`config.mk`:
```
export PLATFORM = sky130hd
export DESIGN_NAME = pwm_soc_timer
export DESIGN_NICKNAME = d
export VERILOG_FILES = /design/src/rtl/pwm_soc_pkg.sv /design/src/rtl/pwm_tick_divider.sv /design/src/rtl/pwm_time_base.sv /design/src/rtl/pwm_soc_trigger.sv /design/src/rtl/pwm_soc_timer.sv
export SDC_FILE = /design/constraint.sdc
export NUM_CORES = 1
export LEC_CHECK = 0
export ABC_AREA = 1
export BUFFER_PORTS_ARGS = -buffer_cell sky130_fd_sc_hd__buf_2
export CORE_MARGIN = 2
export CORE_UTILIZATION = 49
export CTS_BUF_LIST = sky130_fd_sc_hd__clkbuf_4 sky130_fd_sc_hd__clkbuf_8 sky130_fd_sc_hd__clkbuf_16
export CTS_CLUSTER_DIAMETER = 150
export DETAILED_ROUTE_END_ITERATION = 10
export PLACE_DENSITY = 0.7
export SYNTH_ARGS = -nofsm -noshare
export SYNTH_HDL_FRONTEND = slang
export SYNTH_SLANG_ARGS = --single-unit
export TNS_END_PERCENT = 5
```
`constraint.sdc`:
```
create_clock -name clk -period 3.49 [get_ports clk]
set_input_delay 0.349 -clock clk [delete_from_list [all_inputs] [get_ports clk]]
set_output_delay 0.349 -clock clk [all_outputs]
set_load 0.01 [all_outputs]
```
`src/rtl/pwm_soc_pkg.sv`:
```
// Package: shared encodings for the conversion-start timer.
// Assumes: mode and select codes are fixed by the requirements.
package pwm_soc_pkg;
    typedef enum logic [1:0] {
        MODE_UP     = 2'b00,
        MODE_DOWN   = 2'b01,
        MODE_UPDOWN = 2'b10,
        MODE_FREEZE = 2'b11
    } tb_mode_e;

    localparam logic [2:0] SEL_ZERO   = 3'd1;
    localparam logic [2:0] SEL_PERIOD = 3'd2;
    localparam logic [2:0] SEL_CMP_UP = 3'd3;
    localparam logic [2:0] SEL_CMP_DN = 3'd4;
endpackage

```
`src/rtl/pwm_tick_divider.sv`:
```
// Module: produces a one-clock counter tick every OUTER_DIV * 2^div clocks.
// Assumes: OUTER_DIV >= 1; a smaller divider takes effect at once.
module pwm_tick_divider #(
    parameter int OUTER_DIV = 2,
    parameter int DIV_W     = 3
) (
    input  logic             clk,
    input  logic             rst_n,
    input  logic [DIV_W-1:0] div_exp,
    output logic             tick
);
    localparam int PS_W = $clog2(OUTER_DIV + 1) + (1 << DIV_W) - 1;
    localparam logic [PS_W-1:0] OUTER_V = PS_W'(OUTER_DIV);
    localparam logic [PS_W-1:0] PS_ONE  = PS_W'(1);

    logic [PS_W-1:0] ps_cnt;
    logic [PS_W-1:0] limit;

    // Purpose: terminal count for the combined divide ratio.
    always_comb limit = (OUTER_V << div_exp) - PS_ONE;

    assign tick = (ps_cnt >= limit);

    // Purpose: free-running divide counter, restarted at each tick.
    always_ff @(posedge clk) begin
        if (!rst_n)    ps_cnt <= '0;
        else if (tick) ps_cnt <= '0;
        else           ps_cnt <= ps_cnt + PS_ONE;
    end

    // between two ticks at least OUTER_DIV-1 idle clocks pass (checked for ratio >= 2)
    assert_tick_gap_R10: assert property (@(posedge clk) disable iff (!rst_n)
        (tick && OUTER_DIV >= 2) |=> !tick);
endmodule

```
`src/rtl/pwm_time_base.sv`:
```
// Module: time-base counter with up, down, up-down and freeze modes.
// Assumes: moves only on tick; the direction flag reads 1 for up-count.
module pwm_time_base
    import pwm_soc_pkg::*;
#(
    parameter int CNT_W = 16
) (
    input  logic             clk,
    input  logic             rst_n,
    input  logic             tick,
    input  tb_mode_e         mode,
    input  logic [CNT_W-1:0] period,
    output logic [CNT_W-1:0] cnt,
    output logic             dir_up
);
    localparam logic [CNT_W-1:0] ONE = CNT_W'(1);

    // Purpose: advance the counter and direction once per tick by mode.
    always_ff @(posedge clk) begin
        if (!rst_n) begin
            cnt    <= '0;
            dir_up <= 1'b1;
        end else if (tick) begin
            unique case (mode)
                MODE_UP: begin
                    dir_up <= 1'b1;
                    cnt    <= (cnt >= period) ? '0 : cnt + ONE;
                end
                MODE_DOWN: begin
                    dir_up <= 1'b0;
                    cnt    <= (cnt == '0 || cnt > period) ? period : cnt - ONE;
                end
                MODE_UPDOWN: begin
                    if (period == '0) begin
                        cnt    <= '0;
                        dir_up <= 1'b1;
                    end else if (dir_up) begin
                        if (cnt >= period) begin
                            cnt    <= period - ONE;
                            dir_up <= 1'b0;
                        end else begin
                            cnt <= cnt + ONE;
                        end
                    end else if (cnt == '0) begin
                        cnt    <= ONE;
                        dir_up <= 1'b1;
                    end else begin
                        cnt <= cnt - ONE;
                    end
                end
                default: ;
            endcase
        end
    end

    assert_freeze_hold_R5: assert property (@(posedge clk) disable iff (!rst_n)
        (mode == MODE_FREEZE) |=> $stable(cnt));
    assert_up_step_R2: assert property (@(posedge clk) disable iff (!rst_n)
        (tick && mode == MODE_UP && cnt < period) |=> (cnt == $past(cnt) + ONE));
    assert_down_reload_R3: assert property (@(posedge clk) disable iff (!rst_n)
        (tick && mode == MODE_DOWN && cnt == '0) |=> (cnt == $past(period)));
    assert_turn_at_top_R4: assert property (@(posedge clk) disable iff (!rst_n)
        (tick && mode == MODE_UPDOWN && dir_up && cnt >= period && period != '0) |=> !dir_up);
endmodule

```
`src/rtl/pwm_soc_trigger.sv`:
```
// Module: selects the qualifying event, gates it and divides the event count.
// Assumes: inputs show the counter value held before this tick's update.
module pwm_soc_trigger
    import pwm_soc_pkg::*;
#(
    parameter int CNT_W = 16,
    parameter int EVT_W = 2
) (
    input  logic             clk,
    input  logic             rst_n,
    input  logic             tick,
    input  logic             frozen,
    input  logic [CNT_W-1:0] cnt,
    input  logic             dir_up,
    input  logic [CNT_W-1:0] period,
    input  logic [CNT_W-1:0] compare,
    input  logic [2:0]       sel,
    input  logic             enable,
    input  logic [EVT_W-1:0] evt_need,
    output logic             soc
);
    logic             hit;
    logic             evt;
    logic [EVT_W-1:0] evt_cnt;
    logic [EVT_W:0]   evt_next;

    // Purpose: decode the chosen event condition from counter state.
    always_comb begin
        unique case (sel)
            SEL_ZERO:   hit = (cnt == '0);
            SEL_PERIOD: hit = (cnt == period);
            SEL_CMP_UP: hit = (cnt == compare) && dir_up;
            SEL_CMP_DN: hit = (cnt == compare) && !dir_up;
            default:    hit = 1'b0;
        endcase
    end

    assign evt      = tick && !frozen && hit;
    assign evt_next = {1'b0, evt_cnt} + (EVT_W + 1)'(1);

    // Purpose: count qualifying events and emit one pulse per N events.
    always_ff @(posedge clk) begin
        if (!rst_n || !enable) begin
            evt_cnt <= '0;
            soc     <= 1'b0;
        end else if (evt && evt_need != '0) begin
            if (evt_next >= {1'b0, evt_need}) begin
                evt_cnt <= '0;
                soc     <= 1'b1;
            end else begin
                evt_cnt <= evt_next[EVT_W-1:0];
                soc     <= 1'b0;
            end
        end else begin
            soc <= 1'b0;
        end
    end

    assert_disabled_quiet_R6: assert property (@(posedge clk) disable iff (!rst_n)
        !enable |=> !soc);
    assert_zero_count_quiet_R7: assert property (@(posedge clk) disable iff (!rst_n)
        (evt_need == '0) |=> !soc);
    assert_frozen_quiet_R5: assert property (@(posedge clk) disable iff (!rst_n)
        frozen |=> !soc);
endmodule

```
`src/rtl/pwm_soc_timer.sv`:
```
// Module: top of the conversion-start timer; ties divider, counter and trigger.
// Assumes: configuration inputs are levels owned by the surrounding logic.
module pwm_soc_timer
    import pwm_soc_pkg::*;
#(
    parameter int OUTER_DIV = 2,
    parameter int CNT_W     = 16,
    parameter int DIV_W     = 3,
    parameter int EVT_W     = 2
) (
    input  logic             clk,
    input  logic             rst_n,
    input  logic [1:0]       cfg_mode,
    input  logic [CNT_W-1:0] cfg_period,
    input  logic [CNT_W-1:0] cfg_compare,
    input  logic [DIV_W-1:0] cfg_clk_div,
    input  logic [2:0]       cfg_trig_sel,
    input  logic             cfg_trig_en,
    input  logic [EVT_W-1:0] cfg_evt_count,
    output logic             soc_pulse,
    output logic [CNT_W-1:0] tb_count,
    output logic             tb_dir_up
);
    tb_mode_e mode;
    logic     tick;

    assign mode = tb_mode_e'(cfg_mode);

    pwm_tick_divider #(.OUTER_DIV(OUTER_DIV), .DIV_W(DIV_W)) u_div (
        .clk(clk), .rst_n(rst_n), .div_exp(cfg_clk_div), .tick(tick)
    );

    pwm_time_base #(.CNT_W(CNT_W)) u_base (
        .clk(clk), .rst_n(rst_n), .tick(tick), .mode(mode),
        .period(cfg_period), .cnt(tb_count), .dir_up(tb_dir_up)
    );

    pwm_soc_trigger #(.CNT_W(CNT_W), .EVT_W(EVT_W)) u_trig (
        .clk(clk), .rst_n(rst_n), .tick(tick),
        .frozen(mode == MODE_FREEZE), .cnt(tb_count), .dir_up(tb_dir_up),
        .period(cfg_period), .compare(cfg_compare), .sel(cfg_trig_sel),
        .enable(cfg_trig_en), .evt_need(cfg_evt_count), .soc(soc_pulse)
    );

    // start pulse lasts a single clock (default divider of 2 spaces ticks)
    assert_single_pulse_R9: assert property (@(posedge clk) disable iff (!rst_n)
        (soc_pulse && OUTER_DIV >= 2) |=> !soc_pulse);
    // state straight after reset release
    assert_reset_state_R1: assert property (@(posedge clk)
        !rst_n |=> (tb_count == '0 && tb_dir_up && !soc_pulse));
endmodule

```
* After elaboration in Yosys (flattened, before gate mapping)
Index checks and enable logic that the tools add are counted.
** Storage, ports and cells
- Input bits :: 45
- Output and inout port bits :: 18
- Register bits :: 29
- Logic and storage cells :: 61
** Cells by class
- Reductions and logical operators :: 19
- Mux-type cells :: 15
- $lt $le $gt $ge :: 4
- Bitwise logic cells :: 2
- Shifts and indexed selects :: 1
- $add $sub $neg :: 6
- Eq/ne operators :: 9
** Operator list (count)
- 16-bit 2-to-1 mux :: 6
- 16-bit one-hot mux with 3 select lines :: 1
- 16-bit == test :: 2
- 16-bit logical NOT :: 2
- 16-bit by 1-bit subtractor with 16-bit output, second input constant :: 2
- 16-bit by 1-bit adder with 16-bit output, second input constant :: 1
- 16-bit >= comparator :: 1
- 16-bit > comparator :: 1
- 9-bit by 1-bit adder with 9-bit output, second input constant :: 1
- 9-bit >= comparator :: 1
- 2-bit by 3-bit left shift with 9-bit output, first input constant :: 1
- 9-bit by 1-bit subtractor with 9-bit output, second input constant :: 1
- 3-bit by 2-bit == test with 1-bit output, second input constant :: 2
- 1-bit logical AND :: 5
- 1-bit 2-to-1 mux :: 5
- 2-bit == test, second input constant :: 2
- 1-bit logical NOT :: 4
- 1-bit one-hot mux with 4 select lines :: 1
- 2-bit OR reduction :: 2
- 2-bit by 1-bit adder with 3-bit output, second input constant :: 1
- 3-bit by 1-bit == test with 1-bit output, second input constant :: 1
- 3-bit == test, second input constant :: 1
- 3-bit by 2-bit >= comparator with 1-bit output :: 1
- 1-bit one-hot mux with 3 select lines :: 1
- 8 further kinds :: 10

* Longest topological paths before layout
Gate-level depths: netlist (run 1).
- Depth after elaboration :: 8
- Depth in mapped cells :: 20
- Gate-level depth less buffers :: 18

* By module
Synthesis (run 1) repeated with hierarchy kept, for this count alone.
** Unflattened totals
- Cell total of the unflattened synthesis :: 921
- Area total of the unflattened synthesis :: 5108.6 µm²
** Modules (own cells, without submodules)
- pwm_time_base :: times used 1, cells an instance 582, seq. area each 340.3 µm², area each 3253.1 µm²
- pwm_soc_trigger :: times used 1, cells an instance 231, seq. area each 60.1 µm², area each 1112.3 µm²
- pwm_tick_divider :: times used 1, cells an instance 106, seq. area each 180.2 µm², area each 735.7 µm²
- pwm_soc_timer :: times used 1, cells an instance 2, seq. area each 0.0 µm², area each 7.5 µm²

* Worst setup path after synthesis (run 1)
No wires, ideal clock.
- Path kind :: input to register
- Start :: input port cfg_clk_div[0]
- End :: register u_base.dir_up
- Data required time :: 3.365 ns
- Cell stages on the path :: 16
- Setup time :: 0.125 ns
- Arrival :: 2.287 ns
- Path slack :: 1.078 ns
- Buffers on the path :: 1
- Cell sequence :: nor2_1 -> inv_1 -> nor2_1 -> inv_1 -> ha_1 -> nand3_1 -> nand4_1 -> ha_1 -> nand2_1 -> nor2_1 -> nand3_1 -> o2111ai_1 -> nand2_1 -> clkbuf_1 -> o21ai_0 -> nand3_1
** On the way
- Word-level cells in the longest chain between the ends :: 4
** RTL lines
- from (decl) :: line pwm_soc_timer.sv:16 : input logic [DIV_W-1:0] cfg_clk_div,
- 2-bit by 3-bit left shift with 9-bit output :: line pwm_tick_divider.sv:20 : always_comb limit = (OUTER_V << div_exp) - PS_ONE;
- 9-bit by 1-bit subtractor with 9-bit output :: line pwm_tick_divider.sv:20
- 9-bit >= comparator :: line pwm_tick_divider.sv:22 : assign tick = (ps_cnt >= limit);
- 2-bit AND reduction (no line)
- to (signal assigned) :: line pwm_time_base.sv:22 : dir_up <= 1'b1;
- to (signal assigned) :: line pwm_time_base.sv:26 : dir_up <= 1'b1;
- to (signal assigned) :: line pwm_time_base.sv:30 : dir_up <= 1'b0;
- to (decl) :: line pwm_time_base.sv:14 : output logic dir_up
No other way between the ends.
A chain may end at the register's enable or synchronous reset.

* Worst setup path in the final report (run 1)
- Start :: register u_base.cnt[3]
- End :: register u_base.cnt[15]
** On the way
- Word-level cells in the longest chain between the ends :: 5
- Elaborated cells on any way between the ends :: 13
- Classes of those cells :: add/sub: 2; order compare: 2; mux: 7; reduce/logical: 2
** RTL lines
- from (decl) :: line pwm_time_base.sv:13 : output logic [CNT_W-1:0] cnt,
- from (signal assigned) :: line pwm_time_base.sv:27 : cnt <= (cnt >= period) ? '0 : cnt + ONE;
- from (signal assigned) :: line pwm_time_base.sv:31 : cnt <= (cnt == '0 || cnt > period) ? period : cnt - ONE;
- from (signal assigned) :: line pwm_time_base.sv:39 : cnt <= period - ONE;
- 16-bit by 1-bit subtractor with 16-bit output, or another cell as far along :: line pwm_time_base.sv:31, pwm_time_base.sv:48
- 16-bit 2-to-1 mux (on tied branches) :: line pwm_time_base.sv:44, pwm_time_base.sv:38
- 16-bit 2-to-1 mux :: line pwm_time_base.sv:37 : end else if (dir_up) begin
- 16-bit 2-to-1 mux :: line pwm_time_base.sv:34 : if (period == '0) begin
- 16-bit one-hot mux with 3 select lines * :: line pwm_time_base.sv:24 : unique case (mode)
Every way passes the cells marked *; elsewhere a longest branch is shown, timed or not.

==> results.tsv, run 1 <==
metric	value	unit
fin_nets	815	
period_needed	2.76	ns
rsz0062_at_grt	no	
worst_pin_slew	0.693	ns
p_total	0.826	mW
yosys.area.top_type	nand2_1	
postCtsHoldBufs	0	
required	3.70	ns
cp_max_fo	19	
synth_area_leaders	nand2_1, dfxtp_1, nand3_1	
synthCells	682	
fin_crit_sh	78.9	%
clock-root-buffer	clkbuf_8	
postLayoutCellArea	0.00470	mm²
tns	0	ns
setup_ws	0.735	ns
die_y	97.3	µm
synth_fa_ha_area_share	10.7	%
insertion_delay	0.30	ns
place.gp.congestion	0.970	
post-cts-setup-buffers	0	
core	0.00859	mm²
vias_per_cell	5.65	
syn_to_final_growth	10.2	%
start_util	49.7	%
hold_ws	0.278	ns
drive_gt1_share	17.1	%
drt-initial-drc-count	394	
wl_per_cell	15.6	µm
synth_xor_area_share	10.5	%
finalHoldViolations	0	
cts_sinks	29	
rows	34	
slew_headroom	53.7	%
path_clk_slew	0.08	ns
setup_violations	0	
synth_top_family_by_area	simple AND/OR/NAND/NOR gates	
synthSimpleGateAreaFrac	43.5	%
chipWidth	97.3	µm
skew	0.0108	ns
grt_pass1_wl	21.5	mm
pre_cts_slack	0.607	ns
p_leak	2.39	nW
drcViolationCount	0	
critical_path_class	flop to flop	
dpl-instance-area	0.00461	mm²
cts_resized	0	
ir_drop	0.161	mV
cts_tree	done	
critical_path.slowest_cell	dfxtp_1	
ioPinCount	63	
crit_top_cell	nand2_1	
instances_no_fill	843	
antenna_found_initial	0	
status	finished, final reports clean	
grt_max_degree	33	
wirelength	13.2	mm
worst_setup_path_end_kind	flop	
io_buffers	62	
synth.area.mux_share	0	%
synth_cell_type_count	48	
power_density	176	mW/mm²
synth_area	0.00427	mm²
synth-seq-area-share	13.6	%
grt_pass1_vias	4349	
hold_class	input port to flop	
syn_avg_cell_area	6.26	µm²
first_pass_iters	5	
hpwl	10.2	mm
die_area	0.00947	mm²
maxCapViolations	0	
synth_compound_area_share	9.44	%
worstSetupStartpointType	flop	
timing.final.max_slew_violations	0	
grt_usage	27.7	%
path_cells	ha_1, a21oi_1, nand2_1, nand2_1, nand2_1, nand2_1, nand3_4, inv_2, nand2_1, nand3_1, nand2_1, nand3_1, nand2_1, a21oi_1	
dp.cells	835	
antenna_cells	0	
num_vias	4764	
grt_overflow_total	0	
synth_top_area_share	14.0	%
ant_nets	0	
max_freq	363	MHz
critPathMaxStageDelay	0.64	ns
final_util	54.7	%
cts_htree_levels	2	
yosysWarnings	0	
cts_buffer_depth	2	
synth-seq-cells	29	
syn_nets	763	
numCtsBuffers	5	
worstPathArrival	2.97	ns
==> area by class of cell <==
type	instances	area, µm²
sequential	29	581
inverter	80	305
clock buffer	5	68.8
fill	876	3890
tap	108	135
timing repair buffer	77	423
clock inverter	3	22.5
multi-input combinational	541	3170
==> synth_stat cells, drive strengths merged <==
master / count
clkbuf: 8
nand3b: 1
buf: 24
ha: 35
clkinv: 6
nor3: 8
nor2: 68
and2: 1
nand3: 99
o21a: 1
xnor2: 12
xor2: 39
a21o: 1
conb: 1
inv: 74
nor3b: 2
o21ai: 10
o211ai: 1
o22ai: 1
nand2: 166
dfxtp: 29
nor4: 5
o2111ai: 1
and3: 2
a31oi: 1
or2: 2
a21oi: 60
nand4: 23
fa: 1
==> cell usage in the layout, fill, tap and decap left out, types with 5 or more instances in the layout <==
master,synthesis,routed
nand2_1,159,159
nand3_1,94,94
inv_1,70,70
buf_2,9,62
a21oi_1,59,59
nor2_1,57,57
xor2_1,39,39
ha_1,35,35
dfxtp_1,29,29
nand4_1,21,21
buf_4,8,15
xnor2_1,12,12
nor2_4,6,6
clkinv_1,5,5
o21ai_1,5,5
nor3_1,5,5
o21ai_0,5,5
clkbuf_8,0,5
==> registers in the layout, summed over array words and instances (netlist names) <==
name	cells
u_base.cnt	16
u_base.dir_up	1
u_div.ps_cnt	9
u_trig.evt_cnt	2
u_trig.soc	1
==> cells by family (layout without fill, tap and decap cells) <==
family                     after synthesis  count (layout)
xor gates and xnor gates                51              51
other                                    1               1
buffers and inverters                  112             165
DFF                                     29              29
and+or+nand+nor                        377             377
AOI/OAI and AO/OA                       76              76
adders and majority gates               36              36
==> power breakdown <==
group          total (mW)  switching, mW  internal (mW)
clock               0.297          0.157          0.140
combinational       0.191          0.120         0.0712
sequential          0.337        0.00352          0.334
total               0.826          0.281          0.545
==> per-layer routing <==
layer	global-route usage [%]	vias to the layer above	wire, µm
li1	-	2333	-
met1	35.4	2186	5420
met2	48.4	210	6370
met3	3.45	35	957
met4	9.29	0	404
met5	0	-	0
==> worst paths after layout <==
kind | slack (ns) | end | start | cells after the start
worst max-delay path | 0.73 | u_base.cnt[15]$_SDFFE_PN0P_ | u_base.cnt[3]$_SDFFE_PN0P_ | 14
worst min-delay path | 0.28 | u_base.dir_up$_SDFFE_PN1P_ | rst_n | 2
worst min register to register | 0.50 | u_div.ps_cnt[0]$_SDFF_PP0_ | u_div.ps_cnt[0]$_SDFF_PP0_ | 1
worst max register to register | 0.73 | u_base.cnt[15]$_SDFFE_PN0P_ | u_base.cnt[3]$_SDFFE_PN0P_ | 14
==> worst max-delay path: cells and delay by family (launching register included) <==
family | cells | cell delay [ns]
AO/OA/AOI/OAI | 2 | 0.29
adder cells (fa/ha/maj) | 1 | 0.34
buffers and inverters | 1 | 0.21
flip-flops | 1 | 0.64
AND/OR/NAND/NOR | 10 | 1.22
No activity file was read; power rests on OpenSTA's default activity.
==> run 2, diff against run 1 <==
==> constraint.sdc (replaced) <==
create_clock -name clk -period 2.55 [get_ports clk]
set_input_delay 0.255 -clock clk [delete_from_list [all_inputs] [get_ports clk]]
set_output_delay 0.255 -clock clk [all_outputs]
set_load 0.01 [all_outputs]
==> run 2 against run 1 <==
Combinational power rose by 41%; hold slack lost 0.093 ns; sequential power up 37%; cell area grew 3.4%; die area unchanged; total power increased by 38%; clock power is 38% higher; setup slack got worse by 0.52 ns; wire length barely moved; clock-buffer cell count unchanged; critical path type is now input port to flop; critical endpoint is now u_div.ps_cnt[3]$_SDFF_PP0_.
==> results.tsv, run 2 (synthesized netlist as in run 1, its figures left out) <==
metric	value	unit	change
fin_nets	833		+2.2%
numCtsBuffers	5		unchanged
instances_no_fill	861		+2.1%
core	0.00859	mm²	unchanged
slew_headroom	53.4	%	-0.39 points
worstPathArrival	2.55	ns	-0.42 ns
place.gp.congestion	0.955		-1.5%
switching_share	34.2	%	+0.20 points
most-common-layout-cells	nand2_1, nand3_1, inv_1, buf_2, a21oi_1		
cp.depth	16		+2
antenna_found_initial	0		unchanged
crit_top_cell	nor2_1		
antenna_cells	0		unchanged
postCtsHoldBufs	0		unchanged
chipWidth	97.3	µm	unchanged
power_density	235	mW/mm²	+34%
fin_crit_sh	91.5	%	
multiInputGateArea	0.00318	mm²	+0.51%
nFillCells	870		-0.68%
final_util	56.6	%	+1.8 points
reg2reg_to	u_base.cnt[12]$_SDFFE_PN0P_		
wl_per_cell	15.3	µm	-2.2%
switchingPower	0.391	mW	+39%
required	2.77	ns	-0.93 ns
cts_resized	0		unchanged
post-cts-setup-buffers	0		unchanged
cts_buffer_depth	2		unchanged
grt_pass1_wl	21.8	mm	+1.5%
io_buffers	62		unchanged
grt_overflow_total	0		unchanged
ant_nets	0		unchanged
die_area	0.00947	mm²	unchanged
worst_setup_path_end_kind	flop		
start_util	49.7	%	unchanged
rows	34		unchanged
hold_ws	0.186	ns	-0.0927 ns
grt_usage	27.5	%	-0.18 points
reg2reg_depth	16		+2
tns	0	ns	unchanged
num_vias	4769		+0.10%
wirelength	13.1	mm	about the same
period_needed	2.33	ns	
largest_register	u_base.cnt		
hold_start	rst_n		
critical_path_class	input port to flop		
dpl-instance-area	0.00476	mm²	+3.2%
status	finished, final reports clean		
r2r-start	u_base.cnt[1]$_SDFFE_PN0P_		
seq_power_share	40.4	%	-0.5 points
clock-root-buffer	clkbuf_8		
grt_pass1_vias	4600		+5.8%
max_freq	429	MHz	
p_leak	2.50	nW	+4.6%
setup_violations	0		unchanged
postLayoutCellArea	0.00486	mm²	+3.4%
maxCapViolations	0		unchanged
cp_num_buf_inv	4		+3
hpwl	10.4	mm	+1.8%
reg2reg_slack	0.23	ns	-0.50 ns
dp.cells	853		+2.2%
hold_class	input port to flop		
critical_path.slowest_cell	or2_2		
path_cells	buf_2, nor2_1, inv_1, nor2_1, inv_1, ha_2, nand3_1, nand4_1, ha_1, nand2_1, nor2_1, nand3_1, o2111ai_2, buf_4, or2_2, nor3b_2		
syn_to_final_growth	13.9	%	
first_pass_iters	5		unchanged
regArea	581	µm²	unchanged
die_y	97.3	µm	unchanged
cp_top_family	simple AND/OR/NAND/NOR gates		
cts_htree_levels	2		unchanged
critPathMaxStageDelay	0.35	ns	-0.29 ns
hold_depth	2		unchanged
vias_per_cell	5.54		-2.0%
grt_max_degree	21		-36%
comb_power_share	23.7	%	+0.6 points
clock_power_share	36.0	%	about the same
drive_gt1_share	19.7	%	+2.5 points
reg.largest.list	u_base.cnt: 16 flops, u_div.ps_cnt: 9 flops, u_trig.evt_cnt: 2 flops		
min_to	u_base.dir_up$_SDFFE_PN1P_		
largest_reg_flops	16		unchanged
drcViolationCount	0		unchanged
timing.final.max_slew_violations	0		unchanged
ioPinCount	63		unchanged
cp-startpoint	cfg_clk_div[0]		
cts_tree	done		
intPower	0.752	mW	+38%
skew	0.00840	ns	-0.00243 ns
worst_pin_slew	0.699	ns	+0.00585 ns
worstSetupStartpointType	input port		
drt-initial-drc-count	345		-12%
path_clk_slew	0.07	ns	about the same
cts_sinks	29		unchanged
cp_max_fo	9		-10
mostFrequentLayoutCell	nand2_1		
insertion_delay	0.29	ns	about the same
finalHoldViolations	0		unchanged
ir_drop	0.139	mV	-14%
-- run 2: cell types whose count changed in the layout (fill, tap and decap cells not counted), sizes merged --
cell / before / now
buf: 77 / 95
clkinv: 6 / 8
clkinvlp: 3 / 1
-- run 2: layout make-up --
type | count | share of cell area, %
Tap cell | 108 | 2.78
Clock buffer | 5 | 1.42
Inverter | 80 | 6.28
Clock inverter | 3 | 0.360
Sequential cell | 29 | 11.9
Multi-Input combinational cell | 541 | 65.5
Timing Repair Buffer | 95 | 11.7
-- run 2: per-layer routing --
metal | vias to the layer above | part of all wire (%) | GRT usage [%]
li1 | 2375 | - | -
met1 | 2181 | 42 | 35.4
met2 | 183 | 49 | 48.7
met3 | 30 | 6.7 | 3.17
met4 | 0 | 2.1 | 7.80
met5 | - | 0 | 0
-- run 2: metrics by stage --
stage	total power, mW	setup slack [ns]
final	1.14	0.218
after global routing	1.21	-0.0206
after CTS	1.15	0.194
after detailed placement	0.738	-0.0930
after global placement	0.731	0.0533
after floorplan	0.637	0.232
-- run 2: power by group through the flow --
| stage | clock network [mW] | registers [mW] | logic (mW) |
|---|---|---|---|
| finish | 0.411 | 0.461 | 0.270 |
| global route | 0.438 | 0.462 | 0.306 |
| detailed placement | 0 | 0.472 | 0.266 |
| global placement | 0 | 0.472 | 0.259 |
| CTS | 0.418 | 0.461 | 0.267 |
| floorplan | 0 | 0.471 | 0.166 |
-- run 2: worst max-delay path by stage --
stage | endpoint | slack [ns]
floorplan | u_base.dir_up$_SDFFE_PN1P_ | 0.23
global placement | u_base.cnt[1]$_SDFFE_PN0P_ | 0.05
finish | u_div.ps_cnt[3]$_SDFF_PP0_ | 0.22
global route | u_base.cnt[5]$_SDFFE_PN0P_ | -0.02
CTS | u_base.cnt[5]$_SDFFE_PN0P_ | 0.19
detailed placement | u_base.cnt[5]$_SDFFE_PN0P_ | -0.09
==> run 3, diff against run 2 <==
--- a/config.mk
+++ b/config.mk
@@ -12,8 +12,9 @@
 export CTS_BUF_LIST = sky130_fd_sc_hd__clkbuf_4 sky130_fd_sc_hd__clkbuf_8 sky130_fd_sc_hd__clkbuf_16
 export CTS_CLUSTER_DIAMETER = 150
 export DETAILED_ROUTE_END_ITERATION = 10
-export PLACE_DENSITY = 0.7
+export PLACE_DENSITY = 0.69
 export SYNTH_ARGS = -nofsm -noshare
 export SYNTH_HDL_FRONTEND = slang
+export SYNTH_HIERARCHICAL = 1
 export SYNTH_SLANG_ARGS = --single-unit
 export TNS_END_PERCENT = 5
==> run 3 against run 2 <==
Flip-flop and latch count stayed put; core utilization is 1.2 points higher; sequential power hardly changed; clock power is 46% higher; critical path depth stayed put; synthesized area is 20% higher; non-clock buffer count is 10 higher; clock skew is 0.0017 ns lower; die area is 19% higher; wire length is 36% higher; combinational power is 40% higher; highest routed layer unchanged; largest cell class unchanged.
==> results.tsv, run 3 <==
metric	value	unit	change
setup_ws	0.243	ns	+0.0255 ns
synth.area.mux_share	0	%	unchanged
fin_crit_sh	90.5	%	-1.0 points
pre_cts_slack	-0.203	ns	-0.110 ns
start_util	49.9	%	+0.27 points
chipWidth	106	µm	+9.0%
synthTopCellsByCount	nand2_1, nor2_1, inv_1		
most-common-layout-cells	nand2_1, nor2_1, inv_1, nand3_1, buf_2		
grt_pass1_vias	5676		+23%
syn_nets	1003		+31%
worst_setup_path_end_kind	flop		
cp_top_family	simple AND/OR/NAND/NOR gates		
antenna_found_initial	0		unchanged
drt-initial-drc-count	593		+72%
synth-seq-cells	29		unchanged
path_clk_slew	0.08	ns	about the same
cp_num_buf_inv	1		-3
wl_per_cell	15.7	µm	+2.7%
rsz0062_at_grt	no		
crit_top_cell	nand2_1		
cp_max_fo	24		+15
power_density	243	mW/mm²	+3.6%
yosysWarnings	6		+6
synth-edff-count	0		unchanged
grt_usage	32.0	%	+4.5 points
synth_area	0.00511	mm²	+20%
antenna_cells	0		unchanged
path_cells	ha_1, nand2_1, nand2_1, nand2_1, nand2_1, nand2_1, nand2_1, nand2_1, nand3_2, buf_12, or2_2, nand3_1, nand2_1, nand2_1, nand2_1, a21oi_1		
ioPinCount	63		unchanged
die_y	106	µm	+9.0%
slew_headroom	43.9	%	-9.5 points
first_pass_iters	6		+1
synth_top_family_by_area	simple AND/OR/NAND/NOR gates		
hold_class	input port to flop		
critPathMaxStageDelay	0.49	ns	+0.14 ns
hpwl	13.8	mm	+33%
worst_pin_slew	0.842	ns	+0.143 ns
worstSetupStartpointType	flop		
max_freq	433	MHz	+1.1%
ir_drop	0.192	mV	+38%
cts_buffer_depth	2		unchanged
postCtsHoldBufs	0		unchanged
cts_tree	done		
syn_avg_cell_area	5.55	µm²	-11%
die_area	0.0113	mm²	+19%
synth_xor_area_share	8.23	%	-2.2 points
synth_area_leaders	nand2_1, dfxtp_1, nand3_1		
worstPathArrival	2.53	ns	-0.02 ns
nFillCells	1127		+30%
period_needed	2.31	ns	-0.0255 ns
insertion_delay	0.29	ns	about the same
synth_fa_ha_area_share	9.21	%	-1.5 points
num_vias	6200		+30%
clock-root-buffer	clkbuf_8		
drive_gt1_share	17.8	%	-1.9 points
p_leak	3.16	nW	+27%
instances_no_fill	1143		+33%
fin_nets	1088		+31%
mostFrequentLayoutCell	nand2_1		
numCtsBuffers	5		unchanged
synth_top_area_share	21.5	%	+7.5 points
io_buffers	62		unchanged
reg2reg_slack	0.24	ns	about the same
grt_pass1_wl	28.5	mm	+31%
yosys_most_used_dff	dfxtp_1		
cts_htree_levels	2		unchanged
yosys.area.top_type	nand2_1		
largest_reg_flops	16		unchanged
rows	37		+8.8%
async_flop_share	0	%	unchanged
synth_compound_area_share	6.86	%	-2.6 points
syn_to_final_growth	15.7	%	
grt_overflow_total	0		unchanged
maxCapViolations	0		unchanged
wirelength	17.9	mm	+36%
post-cts-setup-buffers	0		unchanged
core	0.0102	mm²	+19%
place.gp.congestion	0.931		-2.5%
synthSimpleGateAreaFrac	51.5	%	+8.0 points
timing.final.max_slew_violations	0		unchanged
required	2.77	ns	about the same
synthCells	921		+35%
cts_sinks	29		unchanged
critical_path.slowest_cell	dfxtp_1		
critical_path_class	flop to flop		
ant_nets	0		unchanged
cts_resized	0		unchanged
largest_register	u_base/cnt		
vias_per_cell	5.42		-2.1%
regArea	581	µm²	unchanged
drcViolationCount	0		unchanged
skew	0.00667	ns	-0.00173 ns
synth_cell_type_count	45		-6.3%
status	finished, final reports clean		
reg.largest.list	u_base/cnt: 16 flops, u_div/ps_cnt: 9 flops, u_trig/evt_cnt: 2 flops		
dp.cells	1135		+33%
multiInputGateArea	0.00389	mm²	+22%
setup_violations	0		unchanged
synth-seq-area-share	11.4	%	-2.2 points
finalHoldViolations	0		unchanged
yosysMostFrequentCell	nand2_1		
grt_max_degree	25		+19%
[run 3: path summary, 6_finish.rpt]
path / start / endpoint / depth (start not counted)
min: cfg_trig_en / u_trig/evt_cnt[0]$_SDFFE_PP0P_ / 5
max reg2reg: u_base/cnt[1]$_SDFFE_PN0P_ / u_base/cnt[3]$_SDFFE_PN0P_ / 16
max: u_base/cnt[1]$_SDFFE_PN0P_ / u_base/cnt[3]$_SDFFE_PN0P_ / 16
min reg2reg: u_trig/evt_cnt[0]$_SDFFE_PP0P_ / u_trig/evt_cnt[0]$_SDFFE_PP0P_ / 2
[run 3: worst min-delay path: stages]
cell and delay [ns]:
buf_2 0.10, nand2_1 0.04, inv_1 0.05, nand2_1 0.06, nor2_1 0.03
[run 3: metrics by stage]
step | hold slack (ns) | power, mW | TNS, ns | area [µm²] | utilization [%]
2_1_floorplan | 0.354 | 0.697 | 0 | 5120 | -
3_3_place_gp | 0.542 | 0.839 | -0.980 | 5770 | 56.4
3_5_place_dp | 0.539 | 0.840 | -2.22 | 5770 | 56.4
4_1_cts | 0.292 | 1.44 | 0 | 5900 | 57.7
5_1_grt | 0.335 | 1.52 | 0 | 5910 | 57.8
6_report | 0.292 | 1.44 | 0 | 5910 | 57.8
[run 3: power by group]
group / internal [mW] / switching (mW)
clock network: 0.388 / 0.210
registers: 0.457 / 0.00516
logic: 0.137 / 0.241
[run 3: logic make-up (layout without fill, tap and decap cells)]
group	Yosys count	in the layout
flops	29	29
simple gates	587	587
buf+inv	155	241
compound gates	64	64
xor+xnor	48	48
fa+ha+maj	37	37
other cells	1	1
[run 3: area by class of cell]
| class | count | share of cell area, % |
|---|---|---|
| clock inverters | 3 | 1.10 |
| multi-input cells | 737 | 65.8 |
| clock buffers | 5 | 1.16 |
| inverters | 128 | 8.28 |
| well taps | 136 | 2.88 |
| flip-flops and latches | 29 | 9.82 |
| repair buffers | 105 | 11.0 |
[run 3: layer usage]
layer | part of all wire, % | track usage (%)
met5 | 0 | 0
met4 | 3.7 | 11.0
met3 | 9.5 | 4.41
met2 | 44 | 52.7
met1 | 43 | 42.9
